<file path="src/rtl/evtc_pkg.sv">
package evtc_pkg;

  localparam int CFG_EN       = 0;
  localparam int CFG_PERIODIC = 1;
  localparam int CFG_NARROW   = 2;
  localparam int CFG_SETVAL   = 3;
  localparam int CFG_W        = 4;

  typedef struct packed {
    logic loadCmpLo;
    logic loadCmpHi;
    logic loadPerLo;
    logic loadPerHi;
    logic advance;
    logic truncate;
    logic narrow;
  } dpStrobe_t;

endpackage

</file>
<file path="src/rtl/evtc_dp.sv">
module evtc_dp
  import evtc_pkg::*;
#(
  parameter int CNT_W = 64
) (
  input  logic                 clk,
  input  logic                 rstN,
  input  dpStrobe_t            strobes,
  input  logic [CNT_W-1:0]     counter,
  input  logic [CNT_W/2-1:0]   wrData,
  output logic                 reached,
  output logic                 periodZero,
  output logic [CNT_W-1:0]     cmpReg
);

  localparam int HALF_W = CNT_W / 2;

  logic [CNT_W-1:0]  perReg;
  logic [CNT_W-1:0]  diffFull;
  logic [HALF_W-1:0] diffNarrow;
  logic [HALF_W-1:0] sumNarrow;
  logic [HALF_W-1:0] perLoMasked;
  logic [HALF_W-1:0] perHiMasked;

  assign diffFull   = cmpReg - counter;
  assign diffNarrow = cmpReg[HALF_W-1:0] - counter[HALF_W-1:0];
  assign sumNarrow  = cmpReg[HALF_W-1:0] + perReg[HALF_W-1:0];

  always_comb begin
    if (strobes.narrow) begin
      reached    = diffNarrow[HALF_W-1] | (diffNarrow == '0);
      periodZero = (perReg[HALF_W-1:0] == '0);
    end else begin
      reached    = diffFull[CNT_W-1] | (diffFull == '0);
      periodZero = (perReg == '0);
    end
  end

  assign perLoMasked = strobes.narrow ? {1'b0, wrData[HALF_W-2:0]} : wrData;
  assign perHiMasked = {1'b0, wrData[HALF_W-2:0]};

  always_ff @(posedge clk) begin
    if (!rstN) begin
      cmpReg <= '1;
      perReg <= '0;
    end else begin
      if (strobes.advance) begin
        if (strobes.narrow) cmpReg <= {{HALF_W{1'b0}}, sumNarrow};
        else                cmpReg <= cmpReg + perReg;
      end
      if (strobes.loadCmpLo) cmpReg[HALF_W-1:0]     <= wrData;
      if (strobes.loadCmpHi) cmpReg[CNT_W-1:HALF_W] <= wrData;
      if (strobes.loadPerLo) perReg[HALF_W-1:0]     <= perLoMasked;
      if (strobes.loadPerHi) perReg[CNT_W-1:HALF_W] <= perHiMasked;
      if (strobes.truncate) begin
        cmpReg[CNT_W-1:HALF_W] <= '0;
        perReg[CNT_W-1:HALF_W] <= '0;
        perReg[HALF_W-1]       <= 1'b0;
      end
    end
  end


  narrow_high_zero_chk: assert property (@(posedge clk) disable iff (!rstN)
    strobes.narrow |-> (cmpReg[CNT_W-1:HALF_W] == '0) && (perReg[CNT_W-1:HALF_W] == '0));


  period_msb_chk: assert property (@(posedge clk) disable iff (!rstN)
    !perReg[CNT_W-1] && (!strobes.narrow || !perReg[HALF_W-1]));


  load_lo_chk: assert property (@(posedge clk) disable iff (!rstN)
    strobes.loadCmpLo |=> cmpReg[HALF_W-1:0] == $past(wrData));

endmodule

</file>
<file path="src/rtl/evtc_ctrl.sv">
module evtc_ctrl
  import evtc_pkg::*;
#(
  parameter int CNT_W = 64
) (
  input  logic               clk,
  input  logic               rstN,
  input  logic               globalEn,
  input  logic [CNT_W-1:0]   counter,
  input  logic               cfgWr,
  input  logic [CFG_W-1:0]   cfgData,
  input  logic               cmpWrLo,
  input  logic               cmpWrHi,
  input  logic               reached,
  input  logic               periodZero,
  output dpStrobe_t          strobes,
  output logic               fire
);

  localparam int HALF_W = CNT_W / 2;

  logic chanEnQ, periodicQ, narrowQ, setValQ;
  logic armedQ, prevActiveQ;
  logic [HALF_W-1:0] prevLoQ;
  logic active, cmpWrAny, loadCmp, matchFire, wrapFire;

  assign active    = chanEnQ & globalEn;
  assign cmpWrAny  = cmpWrLo | cmpWrHi;
  assign loadCmp   = !periodicQ | setValQ;
  assign matchFire = active & armedQ & reached;
  assign wrapFire  = active & prevActiveQ & narrowQ & !periodicQ &
                     (counter[HALF_W-1:0] < prevLoQ);

  always_comb begin
    strobes.loadCmpLo = cmpWrLo & loadCmp;
    strobes.loadCmpHi = cmpWrHi & loadCmp & !narrowQ;
    strobes.loadPerLo = cmpWrLo & periodicQ;
    strobes.loadPerHi = cmpWrHi & periodicQ & !narrowQ;
    strobes.advance   = active & reached & periodicQ & !periodZero & !cmpWrAny;
    strobes.truncate  = cfgWr & cfgData[CFG_NARROW];
    strobes.narrow    = narrowQ;
  end

  always_ff @(posedge clk) begin
    if (!rstN) begin
      chanEnQ     <= 1'b0;
      periodicQ   <= 1'b0;
      narrowQ     <= 1'b0;
      setValQ     <= 1'b0;
      armedQ      <= 1'b0;
      prevActiveQ <= 1'b0;
      prevLoQ     <= '0;
      fire        <= 1'b0;
    end else begin
      if (cfgWr) begin
        chanEnQ   <= cfgData[CFG_EN];
        periodicQ <= cfgData[CFG_PERIODIC];
        narrowQ   <= cfgData[CFG_NARROW];
      end
      if (cmpWrAny)   setValQ <= 1'b0;
      else if (cfgWr) setValQ <= cfgData[CFG_SETVAL];

      if (!active)        armedQ <= 1'b0;
      else if (cmpWrAny)  armedQ <= 1'b1;
      else if (matchFire) armedQ <= 1'b0;
      else if (!reached)  armedQ <= 1'b1;

      prevActiveQ <= active;
      prevLoQ     <= counter[HALF_W-1:0];
      fire        <= matchFire | wrapFire;
    end
  end


  inactive_no_fire_chk: assert property (@(posedge clk) disable iff (!rstN)
    !active |=> !fire);


  setval_clear_chk: assert property (@(posedge clk) disable iff (!rstN)
    cmpWrAny |=> !setValQ);


  wrap_only_oneshot_chk: assert property (@(posedge clk) disable iff (!rstN)
    (fire && !$past(armedQ)) |-> $past(narrowQ && !periodicQ));

endmodule

</file>
<file path="src/rtl/evtc_channel.sv">
module evtc_channel
  import evtc_pkg::*;
#(
  parameter int CNT_W = 64
) (
  input  logic               clk,
  input  logic               rstN,
  input  logic               globalEn,
  input  logic [CNT_W-1:0]   counter,
  input  logic               cfgWr,
  input  logic [3:0]         cfgData,
  input  logic               cmpWrLo,
  input  logic               cmpWrHi,
  input  logic [CNT_W/2-1:0] wrData,
  output logic               fire,
  output logic [CNT_W-1:0]   cmpValue
);

  dpStrobe_t strobes;
  logic      reached;
  logic      periodZero;

  evtc_ctrl #(.CNT_W(CNT_W)) ctrl_i (
    .clk(clk), .rstN(rstN), .globalEn(globalEn), .counter(counter),
    .cfgWr(cfgWr), .cfgData(cfgData), .cmpWrLo(cmpWrLo), .cmpWrHi(cmpWrHi),
    .reached(reached), .periodZero(periodZero), .strobes(strobes), .fire(fire)
  );

  evtc_dp #(.CNT_W(CNT_W)) dp_i (
    .clk(clk), .rstN(rstN), .strobes(strobes), .counter(counter),
    .wrData(wrData), .reached(reached), .periodZero(periodZero), .cmpReg(cmpValue)
  );

endmodule

</file>
<file path="config.mk">
export PLATFORM = sky130hd
export DESIGN_NAME = evtc_channel
export DESIGN_NICKNAME = d
export VERILOG_FILES = /design/src/rtl/evtc_pkg.sv /design/src/rtl/evtc_dp.sv /design/src/rtl/evtc_ctrl.sv /design/src/rtl/evtc_channel.sv
export SDC_FILE = /design/constraint.sdc
export NUM_CORES = 1
export LEC_CHECK = 0
export ABC_CLOCK_PERIOD_IN_PS = 9900
export CAP_MARGIN = 15
export CORE_MARGIN = 3
export CORE_UTILIZATION = 40
export DETAILED_ROUTE_END_ITERATION = 10
export DONT_BUFFER_PORTS = 1
export GPL_TIMING_DRIVEN = 0
export SYNTH_ARGS = -nofsm -noshare
export SYNTH_HDL_FRONTEND = slang
export SYNTH_HIERARCHICAL = 1
export SYNTH_SLANG_ARGS = --single-unit
</file>
<file path="constraint.sdc">
create_clock -name clk -period 9.9 [get_ports clk]
set_clock_uncertainty 0.1 [all_clocks]
set_input_delay 2.97 -clock clk [delete_from_list [all_inputs] [get_ports clk]]
set_output_delay 2.97 -clock clk [all_outputs]
set_load 0.03 [all_outputs]
</file>
== Word level (Yosys, flattened, before mapping) ==
Cells that the tools add are included.

* Output and inout bits: 65
* Input port bits: 106
* Logic and storage cells: 67
* Bits in registers: 166

* Equal/unequal tests: 1
* Bitwise logic cells: 24
* Magnitude comparators: 1
* Reduce and logical (&&, ||, !) cells: 13
* Mux-type cells: 11
* Add/sub/neg operators: 4

{| class="wikitable"
|+ Operators by type and width
! operator !! count
|-
| 64-bit zero test || 2
|-
| 32-bit 2-to-1 mux || 4
|-
| 64-bit 2-to-1 mux || 2
|-
| 64-bit by 63-bit adder with 64-bit output || 1
|-
| 32-bit zero test || 2
|-
| 64-bit subtractor || 1
|-
| 32-bit adder || 1
|-
| 32-bit < comparator || 1
|-
| 32-bit subtractor || 1
|-
| 1-bit bitwise AND || 18
|-
| 1-bit 2-to-1 mux || 5
|-
| 1-bit OR || 5
|-
| 1-bit zero test || 4
|-
| 2-bit OR reduction || 2
|-
| 3-bit inequality test, second input constant || 1
|-
| 3-bit nonzero test || 1
|-
| 2-bit AND reduction || 1
|-
| 2-bit nonzero test || 1
|-
| 1-bit inverter || 1
|}

== Logic depth before layout (Yosys ltp) ==
Gate-level depths: netlist of the first run.

* Depth in word-level cells: 11
* Depth in mapped cells: 24
* Depth with buffers taken out: 23

== Modules after synthesis ==
Netlist of the first run, hierarchy kept.

{| class="wikitable"
|+ Modules (own cells, without submodules)
! module !! times used !! area each (sq um) !! cells an instance !! sequential area each (sq um)
|-
| evtc_dp || 1 || 13255.2 || 1756 || 2542.4
|-
| evtc_ctrl || 1 || 1961.9 || 209 || 780.7
|}

== Least setup slack after synthesis of the first run ==
No wires, ideal clock.

* Path type: in2reg
* From: input port counter[0]
* To: register dp_i.cmpReg[53]
* Stages on the path: 22
* Setup time: 0.082 ns
* Slack: 1.635 ns
* Data arrival time: 8.083 ns
* Path buffers: 2
* Data required time: 9.718 ns
* Cells stage by stage: ha_1 > fa_1 > and2b_1 > o211a_1 > o21ai_1 > a2bb2oi_1 > o21ba_2 > o21bai_1 > o22ai_1 > or4_1 > or4_1 > nor4_1 > nand4_1 > o31ai_1 > nand2_1 > nor2_1 > clkbuf_1 > clkinv_1 > nor2_1 > nand2_1 > clkbuf_1 > o2111ai_1

{| class="wikitable"
|+ RTL lines
! item !! line !! RTL
|-
| start: declaration || evtc_channel.sv:9 || <nowiki>input logic [CNT_W-1:0] counter,</nowiki>
|-
| end signal: assignment || evtc_dp.sv:48 || <nowiki>if (strobes.narrow) cmpReg <= {{HALF_W{1'b0}}, sumNarrow};</nowiki>
|-
| end signal: assignment || evtc_dp.sv:49 || <nowiki>else cmpReg <= cmpReg + perReg;</nowiki>
|-
| end signal: indexed assignment || evtc_dp.sv:51 || <nowiki>if (strobes.loadCmpLo) cmpReg[HALF_W-1:0] <= wrData;</nowiki>
|-
| end: declaration || evtc_dp.sv:13 || <nowiki>output logic [CNT_W-1:0] cmpReg</nowiki>
|}

==> flow_metrics.tcl, run 1 <==
set metrics [dict create \
    drt_iter0_markers 1848 \
    post-route-util_pct 44.5 \
    rows 70 \
    setup_violations 0 \
    critPathMaxStageDelay_ns 0.53 \
    final_area_sq_um 16500 \
    synth.avg_cell_area_sq_um 7.74 \
    grtUsageTotal_pct 26.5 \
    drc 0 \
    cts_tree "done" \
    die-area_sq_um 40400 \
    r2r-start "dp_i/cmpReg[1]" \
    portBuffers 0 \
    worstPathArrival_ns 9.62 \
    hp-start "dp_i/perReg[36]" \
    cp_max_fo 10 \
    crit_slowest_cell "or4_1" \
    post_cts_buffers 0 \
    wl_um 55800 \
    met3_usage_pct 5.48 \
    grt_start_max_net_pins 17 \
    cp-startpoint "counter[0]" \
    fp.dieW_um 201 \
    synth_edf_count 0 \
    reg_top3 "dp_i/cmpReg (64), dp_i/perReg (63), ctrl_i/prevLoQ (32)" \
    seq_area_frac_synth_pct 21.8 \
    antenna_violating_nets_post_route 0 \
    syn2layout_area_growth_pct 8.40 \
    viasPerCell 6.08 \
    maxCapViolCount 0 \
    cts.reportedPaths.clkPinSlew_ns 0.07 \
    grt_pass1_wl_um 83900 \
    ir_worst_vdd_uv 101 \
    reg2regPathDepth 22 \
    grt_busiest_layer "met2" \
    cts-buffers-inserted 17 \
    ys_seq_elements 166 \
    clock_path_buffers 2 \
    cts-root-buf "clkbuf_16" \
    synthFlopType "dfxtp_1" \
    rrSetupSlack_ns 2.24 \
    cts_sinks 166 \
    ys_warn_count 6 \
    gp_congestion 0.958 \
    cp.required_ns 10.17 \
    timing_hold_violations_final 0 \
    dpl_cell_area_sq_um 15800 \
    crit_chain "ha_1, fa_1, and2b_1, o211a_1, o21ai_1, a2bb2oi_1, o21ba_2, o21bai_1, o22ai_1, or4_1, or4_1, nor4_1, nand4_1, o31ai_2, nand2_1, nor2_1, clkbuf_2, clkinv_1, nor2_2, nand2_1, clkbuf_1, o2111ai_1" \
    setup_tns_ns 0 \
    syn_nets 2230 \
    yosysUniqueCellTypes 89 \
    finalCritPeriodShare_pct 94.5 \
    tightest_slew_ns 1.14 \
    start_kind "input pin" \
    firstDrtPassIters 6 \
    diodes 0 \
    h-tree-depth 4 \
    cpLargestDelayFamily "simple AND/OR/NAND/NOR gates" \
    largest_reg_flops 64 \
    outcome "completed" \
    r2r-end "dp_i/cmpReg[53]" \
    crit_type "input pin to flop" \
    grtUsageMet1_pct 36.4 \
    yosys-top-cells-area "dfxtp_1, ha_1, mux2i_1" \
    dp_hpwl_um 45500 \
    maxSlewViolCount 0 \
    hold_end "dp_i/perReg[36]" \
    critPathBufInv 3 \
    endpoint_kind "flop" \
    first_global_vias 14000 \
    period_needed_ns 9.35 \
    wl_per_cell_um 22.3 \
    synth_area_leader_cell "dfxtp_1" \
    fin_nets 2249 \
    largest-register "dp_i/cmpReg" \
    synthTopCellsByCount "nand2_1, dfxtp_1, ha_1" \
    synth_most_common_cell "nand2_1" \
    hold_path_depth 2 \
    synth_area_sq_um 15200 \
    synthCells 1965 \
    rsz0062_at_grt "false" \
    hp-class "flop to flop" \
    leakagePower_nw 7.03 \
    ios 171 \
    worstSkewPairLatency_ns 0.46 \
    coreArea_sq_um 37000 \
    start_util_pct 41.1 \
    drive_gt1_share_pct 4.51 \
    max_clock_freq_ghz 0.107 \
    async_flop_share_pct 0 \
    cellPowerDensity_nw_per_um2 143 \
    synth.top_cell.area_share_pct 21.8 \
    vias 15200 \
    slew_headroom_pct 23.3 \
    antenna_found_initial 0 \
    overflow 0 \
    grt_use_met2_pct 41.0 \
    die_h_um 201 \
]
-- cells by family (layout without fill, tap and decap cells) --
kind of cell	Yosys count	count (layout)	share of synthesized area, %
mux	107	107	7.14
fa+ha+maj	159	159	13.2
compound gates	579	579	26.1
simple gates	629	629	20.4
flops	166	166	21.8
xor+xnor	93	93	5.35
buf+inv	232	264	5.96
-- worst reg2reg max path: cells and delay by family (launching register included) --
kind / cells / cell delay [ns]
AOI/OAI and AO/OA: 8 / 2.24
adders and majority gates: 1 / 0.46
buffers and inverters: 4 / 1.23
DFF: 1 / 0.71
and+or+nand+nor: 9 / 2.81
-- cell usage in the layout (no fill, tap or decap), types with 39 or more instances in the layout --
cell type	n
a21o_1	80
a21oi_1	147
and2_1	44
clkbuf_1	76
dfxtp_1	166
ha_1	157
inv_1	135
mux2i_1	95
nand2_1	202
nand3_1	40
nand4_1	48
nor2_1	115
nor2b_1	46
o21ai_0	82
xnor2_1	54
xor2_1	39
-- area by class of cell --
cell class                      count  area [sq um]
Multi-Input combinational cell   1567         11000
Buffer                             96           399
Sequential cell                   166          3320
Fill cell                        3740         20600
Clock buffer                       18           429
Inverter                          136           510
Clock inverter                     14           193
Tap cell                          504           631
-- per-stage QoR --
step	worst slack, ns	power (mW)	cells	hold slack (ns)
after floorplan	1.64	1.42	1965	0.363
after global placement	-0.725	1.62	2469	0.416
after detailed placement	-0.797	1.63	2469	0.428
after CTS	0.254	2.36	2501	0.445
after global routing	0.0483	2.49	2501	0.466
final	0.548	2.36	2501	0.439
-- what timing repair did --
action,4_1_cts,5_1_grt
hold buffers,0,0
gates resized for setup,2,5
setup endpoints to repair,30,30
-- metal layers --
layer | share of wire [%] | vias up
li1 | - | 7246
met1 | 45 | 7214
met2 | 44 | 654
met3 | 8.0 | 101
met4 | 3.8 | 0
met5 | 0 | -
-- power by group --
group / switching [mW] / internal (mW)
Combinational: 0.506 / 0.323
Clock: 0.316 / 0.405
Sequential: 0.109 / 0.704
-- how the worst max path moves through the flow --
stage | to | slack [ns] | cells past startpoint
after floorplan | dp_i/cmpReg[53] | 1.64 | 22
after detailed placement | dp_i/cmpReg[53] | -0.80 | 22
after global routing | dp_i/cmpReg[53] | 0.05 | 22
after CTS | dp_i/cmpReg[53] | 0.25 | 22
final | dp_i/cmpReg[53] | 0.55 | 22
after global placement | dp_i/cmpReg[55] | -0.73 | 22
(Power assumes the default switching activity.)
==> run 2, diff against run 1 <==
Settings changed: CELL_PAD_IN_SITES_DETAIL_PLACEMENT from default to 0, CELL_PAD_IN_SITES_GLOBAL_PLACEMENT from default to 1, GPL_ROUTABILITY_DRIVEN from default to 0, PLACE_DENSITY_LB_ADDON from default to 0.1.
==> run 2 against run 1 <==
Die area unchanged. Critical path type unchanged. Global-route usage up 1.4 points. Register-to-register slack worse by 0.07 ns. Flip-flop and latch count is the same. Worst hold slack got worse by 0.0019 ns.
==> flow_metrics.tcl, run 2 (same netlist as run 1, synthesis figures left out) <==
set metrics [dict create \
    outcome "completed" \
    viasPerCell 5.98 \
    cellPowerDensity_nw_per_um2 144 \
    ir_worst_vdd_uv 139 \
    portBuffers 0 \
    rsz0062_at_grt "false" \
    first_global_vias 14000 \
    drt_iter0_markers 1413 \
    setup_tns_ns 0 \
    die-area_sq_um 40400 \
    fin_nets 2249 \
    crit_type "input pin to flop" \
    cts-buffers-inserted 17 \
    wl_per_cell_um 23.4 \
    wl_met2_um 25400 \
    p_seq_share_pct 34.5 \
    timing_hold_violations_final 0 \
    ios 171 \
    clock_path_buffers 2 \
    cts.reportedPaths.clkPinSlew_ns 0.08 \
    cts_sinks 166 \
    cts_tree "done" \
    power_switching_mw 0.991 \
    setup_violations 0 \
    grt_start_max_net_pins 21 \
    start_kind "input pin" \
    maxCapViolCount 0 \
    p_comb_share_pct 35.3 \
    antenna_violating_nets_post_route 0 \
    cpLargestDelayFamily "simple AND/OR/NAND/NOR gates" \
    wl_met1_um 26900 \
    antenna_found_initial 3 \
    rows 70 \
    largest_reg_flops 64 \
    cp_max_fo 10 \
    critPathBufInv 5 \
    worstPathArrival_ns 9.76 \
    p_clk_share_pct 30.2 \
    worstSkewPairLatency_ns 0.47 \
    reg2regPathDepth 22 \
    crit_slowest_cell "or4_1" \
    dp_hpwl_um 47800 \
    hold_path_depth 2 \
    period_needed_ns 9.49 \
    final_cell_mix "nand2_1, dfxtp_1, ha_1, a21oi_1, inv_1" \
    critPathMaxStageDelay_ns 0.53 \
    power_mw 2.37 \
    diodes 0 \
    drive_gt1_share_pct 4.41 \
    cellInternalPower_mw 1.37 \
    finalCritPeriodShare_pct 95.8 \
    slew_headroom_pct 32.3 \
    reg_top3 "dp_i/cmpReg (64), dp_i/perReg (63), ctrl_i/prevLoQ (32)" \
    syn2layout_area_growth_pct 8.26 \
    wl_um 58400 \
    leakagePower_nw 7.02 \
    final_common_cell "nand2_1" \
    overflow 0 \
    cp.depth 22 \
    endpoint_kind "flop" \
    vias 15000 \
    cp.required_ns 10.18 \
    sw_frac_of_total_pct 41.9 \
    cts_hold_buf 0 \
    crit_chain "inv_1, ha_1, clkbuf_1, nand4_1, or2_2, o21bai_1, o21ai_1, nand4_1, mux2i_1, or4_1, or4_1, nor4_1, nand4_1, o31ai_2, nand2_1, nor2_1, clkbuf_2, clkinv_1, nor2_2, nand2_1, clkbuf_1, o2111ai_1" \
    cts-root-buf "clkbuf_16" \
    grtUsageTotal_pct 27.9 \
    fp.dieW_um 201 \
    maxSlewViolCount 0 \
    start_util_pct 41.1 \
    largest-register "dp_i/cmpReg" \
    wl_met3_um 4350 \
    coreArea_sq_um 37000 \
    final_cells 2501 \
    h-tree-depth 4 \
    tightest_slew_ns 1.01 \
    top_layer_used "met5" \
    grt_pass1_wl_um 87100 \
    cp_common_cell "nand4_1" \
    post_cts_buffers 0 \
    hp-class "flop to flop" \
    post-place-cells 2469 \
    die_h_um 201 \
    max_clock_freq_ghz 0.105 \
    firstDrtPassIters 6 \
    drc 0 \
]
-- run 2: worst paths after layout --
kind | endpoint | start | slack [ns]
hold reg to reg | dp_i/perReg[58] | dp_i/perReg[58] | 0.44
setup reg to reg | dp_i/cmpReg[60] | dp_i/cmpReg[1] | 2.17
setup / recovery | dp_i/cmpReg[60] | counter[22] | 0.41
hold / removal | dp_i/perReg[58] | dp_i/perReg[58] | 0.44
-- run 2: tightest hold or removal path, stage by stage, from the launching register on --
cell and delay, ns:
dfxtp_1 0.36, mux2i_1 0.08, nor2_1 0.07
-- run 2: power groups by stage --
stage / registers, mW / clock network (mW) / logic (mW)
4_1_cts: 0.815 / 0.733 / 0.818
2_1_floorplan: 0.790 / 0 / 0.627
3_5_place_dp: 0.831 / 0 / 0.813
3_3_place_gp: 0.830 / 0 / 0.811
5_1_grt: 0.820 / 0.754 / 0.919
6_report: 0.816 / 0.716 / 0.834
-- run 2: stage by stage --
step	util [%]	worst slack [ns]	instance area, sq um	hold WS (ns)
2_1_floorplan	-	1.64	15200	0.363
3_3_place_gp	42.8	-0.754	15800	0.416
3_5_place_dp	42.8	-0.704	15800	0.423
4_1_cts	44.4	0.154	16500	0.441
5_1_grt	44.5	0.0485	16500	0.467
6_report	44.5	0.414	16500	0.437
-- run 2: cell type report --
class	instances	area (sq um)
fillers	3818	20600
multi-input cells	1567	11000
flip-flops and latches	166	3320
well taps	504	631
inverters	136	510
clock buffers	17	425
plain buffers	96	399
clock inverters	15	191
-- run 2: metal layers --
| metal | global-route usage [%] | vias to the layer above |
|---|---|---|
| met1 | 38.4 | 7155 |
| met5 | 0 | - |
| met2 | 43.0 | 505 |
| met4 | 8.91 | 6 |
| li1 | - | 7221 |
| met3 | 6.62 | 77 |
-- run 2: what timing repair did --
item,4_1_cts,5_1_grt
resized for setup,1,3
endpoints found under the hold margin,0,0
setup endpoints to repair,20,31
==> run 3, diff against run 2 <==
Settings changed: GPL_TIMING_DRIVEN 0 to 1.
==> run 3 against run 2 <==
Clock power is 8.5% lower. Global-route usage is 0.92 points lower. Non-clock buffer count is 84 lower. Combinational power is 1% lower. Die area stayed put. Critical path type unchanged. Critical endpoint is now dp_i/cmpReg[48].
==> flow_metrics.tcl, run 3 (same netlist as run 1, synthesis figures left out) <==
set metrics [dict create \
    clock_path_buffers 2 \
    drc 0 \
    grt_use_met2_pct 41.2 \
    cellInternalPower_mw 1.37 \
    fillers 3867 \
    diodes 0 \
    viasPerCell 6.02 \
    cts_sinks 166 \
    ios 171 \
    start_kind "input pin" \
    antenna_violating_nets_post_route 0 \
    power_switching_mw 0.924 \
    setup_slack_ns 0.669 \
    antenna_found_initial 1 \
    portBuffers 0 \
    setup_tns_ns 0 \
    period_needed_ns 9.23 \
    max_clock_freq_ghz 0.108 \
    largest_reg_flops 64 \
    reg2regPathDepth 21 \
    p_clk_share_pct 28.6 \
    cts_hold_buf 0 \
    grt_pass1_wl_um 84900 \
    crit_path_end "dp_i/cmpReg[48]" \
    cp-startpoint "counter[4]" \
    wl_um 56500 \
    timing_hold_violations_final 0 \
    fin_nets 2165 \
    grtUsageMet1_pct 37.4 \
    wl_per_cell_um 23.4 \
    die-area_sq_um 40400 \
    cts_tree "done" \
    p_comb_share_pct 36.0 \
    sw_frac_of_total_pct 40.3 \
    cts.reportedPaths.clkPinSlew_ns 0.07 \
    overflow 0 \
    p_seq_share_pct 35.4 \
    regArea_sq_um 3320 \
    coreArea_sq_um 37000 \
    fp.dieW_um 201 \
    worstPathArrival_ns 9.49 \
    rsz0062_at_grt "false" \
    maxSlewViolCount 0 \
    syn2layout_area_growth_pct 5.99 \
    grt_busiest_layer "met2" \
    largest-register "dp_i/cmpReg" \
    endpoint_kind "flop" \
    slew_headroom_pct 24.1 \
    cp_max_fo 25 \
    setup_violations 0 \
    maxCapViolCount 0 \
    die_h_um 201 \
    worstSkewPairLatency_ns 0.46 \
    first_global_vias 13700 \
    crit_type "input pin to flop" \
    multiInputGateArea_sq_um 11000 \
    start_util_pct 41.1 \
    cp.required_ns 10.16 \
    leakagePower_nw 6.88 \
    dp_hpwl_um 45000 \
    drt_iter0_markers 1279 \
    cts-buffers-inserted 17 \
    final_common_cell "nand2_1" \
    rrSetupSlack_ns 2.35 \
    rows 70 \
    reg_top3 "dp_i/cmpReg (64), dp_i/perReg (63), ctrl_i/prevLoQ (32)" \
    vias 14500 \
    post_cts_buffers 0 \
    final_cell_mix "nand2_1, dfxtp_1, ha_1, a21oi_1, inv_1" \
    cts-root-buf "clkbuf_16" \
    drive_gt1_share_pct 4.44 \
    dp_slack_ns 0.307 \
    ir_worst_vdd_uv 129 \
    firstDrtPassIters 6 \
    postCtsResizedCells 0 \
    finalCritPeriodShare_pct 93.2 \
    outcome "completed" \
    r2r-end "dp_i/cmpReg[48]" \
    met3_usage_pct 6.76 \
    tightest_slew_ns 1.14 \
    hp-class "flop to flop" \
    h-tree-depth 4 \
    grtUsageTotal_pct 27.0 \
    grt_start_max_net_pins 134 \
    r2r-start "dp_i/cmpReg[1]" \
    cellPowerDensity_nw_per_um2 142 \
]
## run 3: cell count changes in the layout (fill, tap and decap cells not counted), moves of 3 or more
cell	change
buf_1	-4
buf_2	-11
buf_4	+10
clkbuf_1	-73
clkinv_8	-4
clkinvlp_4	+3
inv_12	-3
## run 3: worst min path at each step
stage                               start               to  slack, ns  cells after the start
after floorplan           dp_i/perReg[31]  dp_i/perReg[31]       0.36                      2
after global placement    dp_i/cmpReg[49]  dp_i/cmpReg[49]       0.37                      2
after detailed placement  dp_i/cmpReg[49]  dp_i/cmpReg[49]       0.38                      2
after CTS                 dp_i/cmpReg[49]  dp_i/cmpReg[49]       0.39                      2
after global routing       dp_i/perReg[8]   dp_i/perReg[8]       0.46                      2
final                     dp_i/cmpReg[49]  dp_i/cmpReg[49]       0.39                      2
## run 3: power by group through the flow
stage                     sequential (mW)  combinational (mW)  clock, mW
final                               0.810               0.825      0.655
after global routing                0.813               0.908      0.700
after CTS                           0.810               0.811      0.673
after detailed placement            0.825               0.805          0
after global placement              0.825               0.812          0
after floorplan                     0.790               0.627          0
## run 3: worst max-delay path, stage by stage
cell,delay (ns)
inv_1,0.02
ha_1,0.37
a21oi_1,0.26
and2_1,0.21
a211oi_1,0.10
a211oi_1,0.64
o21ai_0,0.30
xnor2_1,0.18
or4_1,0.51
nor4_1,0.67
nand4b_1,0.18
nor4_1,0.27
nand4_1,0.13
o31ai_1,0.54
nand2_1,0.19
nor2_4,0.16
clkinv_1,0.07
buf_4,0.20
nor2_1,0.40
nand2_1,0.68
o2111ai_1,0.41
## run 3: per-layer routing
layer | part of all wire (%) | wire length, um
met5 | 0 | 0
met4 | 2.7 | 1500
met3 | 7.9 | 4480
met2 | 43 | 24500
met1 | 46 | 25900
## run 3: layout make-up
class	instances	share of cell area, %
inverter	136	3.17
multi-input combinational	1567	68.3
clock buffer	21	2.85
clock inverter	11	0.574
tap	504	3.91
sequential	166	20.6
timing repair buffer	12	0.559
## run 3: through the flow
stage / cells / hold slack, ns / utilization [%] / total power, mW / area [sq um]
final: 2417 / 0.393 / 43.5 / 2.29 / 16100
after detailed placement: 2385 / 0.376 / 42.0 / 1.63 / 15600
after CTS: 2417 / 0.393 / 43.5 / 2.29 / 16100
after floorplan: 1965 / 0.363 / - / 1.42 / 15200
after global routing: 2417 / 0.460 / 43.5 / 2.42 / 16100
after global placement: 2385 / 0.373 / 42.0 / 1.64 / 15600
